--- src/rtl/irport_pkg.sv ---
package irport_pkg;
  typedef enum logic [1:0] {
    TXS_UART  = 2'b00,
    TXS_DIO   = 2'b01,
    TXS_PULSE = 2'b10,
    TXS_IDLE  = 2'b11
  } tx_sel_e;

  typedef enum logic [1:0] {
    DUTY_HALF   = 2'b00,
    DUTY_QUART  = 2'b01,
    DUTY_EIGHTH = 2'b10,
    DUTY_SIXTNTH = 2'b11
  } duty_e;
endpackage

--- src/rtl/irport_carrier.sv ---
module irport_carrier #(
  parameter int PERIOD = 129,
  parameter int CW     = $clog2(PERIOD)
) (
  input  logic          clk_i,
  input  logic          rst_ni,
  input  logic [1:0]    duty_i,
  output logic [CW-1:0] cnt_o,
  output logic          low_o
);
  import irport_pkg::*;

  localparam logic [CW-1:0] LAST    = CW'(PERIOD - 1);
  localparam logic [CW-1:0] LOW_1_2 = CW'(PERIOD >> 1);
  localparam logic [CW-1:0] LOW_1_4 = CW'(PERIOD >> 2);
  localparam logic [CW-1:0] LOW_1_8 = CW'(PERIOD >> 3);
  localparam logic [CW-1:0] LOW_116 = CW'(PERIOD >> 4);

  logic [CW-1:0] cnt_q;
  logic [CW-1:0] low_lim;

  always_ff @(posedge clk_i or negedge rst_ni) begin
    if (!rst_ni)            cnt_q <= '0;
    else if (cnt_q == LAST) cnt_q <= '0;
    else                    cnt_q <= cnt_q + 1'b1;
  end

  always_comb begin
    unique case (duty_e'(duty_i))
      DUTY_HALF:   low_lim = LOW_1_2;
      DUTY_QUART:  low_lim = LOW_1_4;
      DUTY_EIGHTH: low_lim = LOW_1_8;
      default:     low_lim = LOW_116;
    endcase
  end

  assign cnt_o = cnt_q;
  assign low_o = (cnt_q < low_lim);
endmodule

--- src/rtl/irport_tx_path.sv ---
module irport_tx_path (
  input  logic       mod_act_i,
  input  logic       carrier_low_i,
  input  logic       uart_tx_i,
  input  logic       tx_inv_i,
  input  logic [1:0] tx_sel_i,
  input  logic       dio_out_i,
  input  logic       pulse_i,
  output logic       tx_o
);
  import irport_pkg::*;

  logic uart_shaped;

  // mark passes as idle high; a space pulses with the carrier when active
  assign uart_shaped = (uart_tx_i | (mod_act_i & ~carrier_low_i)) ^ tx_inv_i;

  always_comb begin
    unique case (tx_sel_e'(tx_sel_i))
      TXS_UART:  tx_o = uart_shaped;
      TXS_DIO:   tx_o = dio_out_i;
      TXS_PULSE: tx_o = pulse_i;
      default:   tx_o = 1'b1;
    endcase
  end
endmodule

--- src/rtl/irport_rx_path.sv ---
module irport_rx_path (
  input  logic rx_pad_i,
  input  logic rx_inv_i,
  input  logic rx_dis_i,
  output logic uart_rx_o,
  output logic dio_in_o
);
  assign uart_rx_o = rx_dis_i ? 1'b1 : (rx_pad_i ^ rx_inv_i);
  assign dio_in_o  = rx_dis_i & rx_pad_i;
endmodule

--- src/rtl/irport_mod.sv ---
module irport_mod #(
  parameter int CLK_HZ     = 4_915_200,
  parameter int CARRIER_HZ = 38_000,
  parameter int PERIOD     = CLK_HZ / CARRIER_HZ,
  parameter int CW         = $clog2(PERIOD)
) (
  input  logic       clk_i,
  input  logic       rst_ni,
  input  logic       brownout_i,
  input  logic       mod_en_i,
  input  logic [1:0] duty_sel_i,
  input  logic       tx_inv_i,
  input  logic       rx_inv_i,
  input  logic [1:0] tx_sel_i,
  input  logic       rx_dis_i,
  input  logic       uart_tx_i,
  input  logic       dio_out_i,
  input  logic       pulse_i,
  input  logic       rx_pad_i,
  output logic       tx_pad_o,
  output logic       uart_rx_o,
  output logic       dio_in_o
);
  logic [CW-1:0] carrier_cnt;
  logic          carrier_low;
  logic          mod_act;

  assign mod_act = mod_en_i & ~brownout_i;

  irport_carrier #(.PERIOD(PERIOD), .CW(CW)) u_carrier (
    .clk_i  (clk_i),
    .rst_ni (rst_ni),
    .duty_i (duty_sel_i),
    .cnt_o  (carrier_cnt),
    .low_o  (carrier_low)
  );

  irport_tx_path u_tx (
    .mod_act_i     (mod_act),
    .carrier_low_i (carrier_low),
    .uart_tx_i     (uart_tx_i),
    .tx_inv_i      (tx_inv_i),
    .tx_sel_i      (tx_sel_i),
    .dio_out_i     (dio_out_i),
    .pulse_i       (pulse_i),
    .tx_o          (tx_pad_o)
  );

  irport_rx_path u_rx (
    .rx_pad_i  (rx_pad_i),
    .rx_inv_i  (rx_inv_i),
    .rx_dis_i  (rx_dis_i),
    .uart_rx_o (uart_rx_o),
    .dio_in_o  (dio_in_o)
  );
endmodule

--- config.mk ---
export PLATFORM = sky130hd
export DESIGN_NAME = irport_mod
export DESIGN_NICKNAME = d
export VERILOG_FILES = /design/src/rtl/irport_pkg.sv /design/src/rtl/irport_carrier.sv /design/src/rtl/irport_tx_path.sv /design/src/rtl/irport_rx_path.sv /design/src/rtl/irport_mod.sv
export SDC_FILE = /design/constraint.sdc
export NUM_CORES = 1
export LEC_CHECK = 0
export BUFFER_PORTS_ARGS = -buffer_cell sky130_fd_sc_hd__buf_2
export CORE_MARGIN = 5
export CORE_UTILIZATION = 35
export DETAILED_ROUTE_END_ITERATION = 12
export SYNTH_ARGS = -nofsm -noshare
export SYNTH_HDL_FRONTEND = slang
export SYNTH_SLANG_ARGS = --single-unit
--- constraint.sdc ---
create_clock -name clk_i -period 4.9 [get_ports clk_i]
set_clock_uncertainty 0.1 [all_clocks]
set_input_delay 0 -clock clk_i [delete_from_list [all_inputs] [get_ports clk_i]]
set_output_delay 0 -clock clk_i [all_outputs]
set_load 0.02 [all_outputs]
==> out/qor.csv <==
stage;metric;value;unit
setup_path;Critical Path End Type;primary output;
yosys;flip-flop and latch count after synthesis;8;
timing;highest clock rate;479;MHz
clock_tree;clock latency on the worst-skew pair;0.24;ns
clock_tree;post-cts repair resize count;0;
yosys;share of flip-flops with an asynchronous set or reset after synthesis;1.00;
route;mean routed wirelength per cell;10.5;um
place;IO buf count;17;
floorplanning;die area;2340;um2
setup_path;CP top delay family;compound AO/OA/AOI/OAI gates;
yosys;synthesized instance count;53;
power;cell internal pwr;0.000105;W
timing;final max-slew violation count;0;
clock_tree;number of setup buffers added after CTS;0;
route;overall via count from detail_route;431;
global_route;number of global-route vias before repair;415;
floorplanning;Die Y-Extent;48.3;um
final_layout;final std cells w/o fill;89;
power;sequential share of power;0.490;
final_layout;max reg flops;8;
yosys;total standard cell area after synthesis;514;um2
global_route;global-route wire length before repair;1.78;mm
yosys;Yosys top cell area share;0.389;
final_layout;count of antenna diodes in the layout;0;
yosys;biggest area consumer among synthesized cells;sky130_fd_sc_hd__dfrtp_1;
floorplanning;total core area;1350;um2
clock_tree;count of H-tree levels built during CTS;1;
final_layout;area growth from synthesis to final layout;26.5;%
power;portion of total power attributed to the clock network;0.354;
setup_path;critical-path cell with the highest stage delay;sky130_fd_sc_hd__dfrtp_1;
worst_hold_path;hold crit path type;in2async;
setup_path;startpoint class of the critical path;register;
place;Post-Place Cells;85;
route;final routed DRC violation total;0;
outcome;outcome;completed;
setup_path;Reg2Reg Setup Slack;3.32;ns
yosys;number of nets produced by synthesis;73;
floorplanning;starting density of the core;0.381;
clock_tree;clock tree from TritonCTS;done;
global_route;sum of overflow across all layers after global routing;0;
setup_path;Worst Reg-to-Reg Cells;3;
setup_path;data arrival time at the worst-slack endpoint;1.99;ns
power;Switching Share;0.224;
floorplanning;horizontal extent of the die;48.3;um
clock_tree;Worst-path clk slew;0.05;ns
setup_path;capturing point of the worst reg2reg path;u_carrier.cnt_o[7];
clock_tree;Num CTS Buffers;3;
yosys;Distinct cells, synth;22;
run;Max Cap Violations;0;
timing;RSZ-0062 raised after global routing;no;
clock_tree;CTS root buf;sky130_fd_sc_hd__clkbuf_4;
timing;post-route minimum period;2.09;ns
setup_path;data required time of the worst path;4.80;ns
global_route;antenna violations before repair;0;
timing;Tightest Pin Transition;0.292;ns
clock_tree;Max clock buf depth;2;
route;vias per inst;4.84;
yosys;cell with the most instances after synthesis;sky130_fd_sc_hd__dfrtp_1;
yosys;top flip-flop cell by instance count after synthesis;sky130_fd_sc_hd__dfrtp_1;
yosys;Post-synth EDFFs;0;
yosys;commonest cells in the synthesized netlist;sky130_fd_sc_hd__dfrtp_1, sky130_fd_sc_hd__xnor2_1, sky130_fd_sc_hd__ha_1, sky130_fd_sc_hd__nand3_1, sky130_fd_sc_hd__nor2_1;
timing;final setup violation count;0;
timing;worst-case hold slack;0.0253;ns
global_route;All-Layer GR Usage;0.0930;
floorplanning;standard-cell rows;13;
power;power dissipated by switching net loads;0.0000303;W
setup_path;buffer and inverter count on the worst path;1;
route;Total Routed Length;931;um
clock_tree;CTS Sinks;8;
timing;final critical-path share of the clock period;0.426;
yosys;synthesis warning total;0;
yosys;Area contributors post-synth;sky130_fd_sc_hd__dfrtp_1, sky130_fd_sc_hd__ha_1, sky130_fd_sc_hd__xnor2_1, sky130_fd_sc_hd__nand3_1, sky130_fd_sc_hd__nand2b_1;
yosys;share of the yosys chip area belonging to registers;0.389;
clock_tree;quantity of hold-fixing buffers added after cts;1;
timing;count of endpoints failing hold in the final timing report;0;
setup_path;maximum fanout along the worst path;4;
final_layout;number of nets in the final layout;96;
setup_path;critical path cell sequence;ha_1 > a211oi_1 > nand3_1 > a31oi_1 > xnor2_1 > o31a_1 > buf_2;
floorplanning;io pins;18;
yosys;syn_area_per_cell;9.70;um2
power;maximum vdd ir drop;0.000130;V
setup_path;Worst path max stage delay;0.41;ns
final_layout;ratio of cells with drive above 1 in the final layout;0.324;
power;cell leakage power;0.305;nW
setup_path;critical path class;reg2out;
route;Detail Route Antenna Nets;0;
route;drt first pass iters;2;
power;combinational fraction of design power;0.156;
global_route;pin count of the biggest net entering global routing;9;
place;last weighted congestion value of the routability-driven placer;0.754;
timing;accumulated negative setup slack;0;ns
power;total power divided by cell area;208;nW/um2
timing;relative slew slack;0.804;
final_layout;core occupancy in the finished layout;0.482;
route;number of DRC violations after detailed-routing iteration 0;5;
setup_path;launch instance of the worst register-to-register path;u_carrier.cnt_o[3];
-- metrics by stage --
stage / power [W] / instance area, um2 / setup WS [ns]
after global placement: 0.0000878 / 618 / 3.12
after global routing: 0.000145 / 651 / 2.64
after floorplan: 0.0000778 / 514 / 3.23
after CTS: 0.000138 / 651 / 2.79
after detailed placement: 0.0000881 / 618 / 3.07
final: 0.000135 / 651 / 2.81
-- cells by family (layout without fill, tap and decap cells) --
| logic type | Yosys count | count (layout) | synth area share |
|---|---|---|---|
| buffers and inverters | 3 | 24 | 0.0219 |
| XOR/XNOR | 8 | 8 | 0.136 |
| adder cells (fa/ha/maj) | 5 | 5 | 0.122 |
| AND/OR/NAND/NOR | 25 | 25 | 0.273 |
| flip-flops | 8 | 8 | 0.389 |
| AO/OA/AOI/OAI | 4 | 4 | 0.0584 |
-- routing by layer --
metal	wire, um	up-vias	global-route usage	part of all wire
li1	-	227	-	-
met1	421	188	0.120	0.45
met2	393	14	0.122	0.42
met3	105	2	0.0459	0.11
met4	10	0	0.0553	0.011
met5	0	-	0	0
-- final cells by class --
| class | count | area (um2) |
|---|---|---|
| repair buffers | 18 | 95.1 |
| well taps | 15 | 18.8 |
| flip-flops and latches | 8 | 200 |
| clock buffers | 3 | 22.5 |
| multi-input cells | 42 | 303 |
| fillers | 134 | 699 |
| inverters | 3 | 11.3 |
-- worst max-delay path by stage --
stage | startpoint | endpoint | cells past startpoint
after floorplan | u_carrier.cnt_o[6] | tx_pad_o | 6
after global placement | u_carrier.cnt_o[6] | tx_pad_o | 7
after detailed placement | u_carrier.cnt_o[6] | tx_pad_o | 7
after CTS | u_carrier.cnt_o[6] | tx_pad_o | 7
after global routing | u_carrier.cnt_o[6] | tx_pad_o | 7
final | u_carrier.cnt_o[6] | tx_pad_o | 7
-- power groups by stage --
stage / Combinational, W / Sequential [W] / Clock, W
after CTS: 0.0000216 / 0.0000661 / 0.0000502
after floorplan: 0.0000105 / 0.0000673 / 0
final: 0.0000211 / 0.0000662 / 0.0000479
after global placement: 0.0000206 / 0.0000673 / 0
after global routing: 0.0000238 / 0.0000660 / 0.0000552
after detailed placement: 0.0000209 / 0.0000673 / 0
-- placed cells by master (no fill, tap or decap), drive strengths merged --
cell type | netlist | layout
buf | 0 | 17
dfrtp | 8 | 8
xnor2 | 6 | 6
nand3 | 5 | 5
nor2 | 5 | 5
ha | 5 | 5
nand2b | 3 | 3
inv | 3 | 3
clkbuf | 0 | 3
or2 | 2 | 2
xor2 | 2 | 2
nand2 | 2 | 2
and3 | 2 | 2
nand3b | 1 | 1
nand4 | 1 | 1
a211oi | 1 | 1
a31oi | 1 | 1
a22oi | 1 | 1
o31a | 1 | 1
or4 | 1 | 1
nor3 | 1 | 1
nor2b | 1 | 1
and2 | 1 | 1
dlygate4sd3 | 0 | 1
Power figures use the tool's default switching activity.
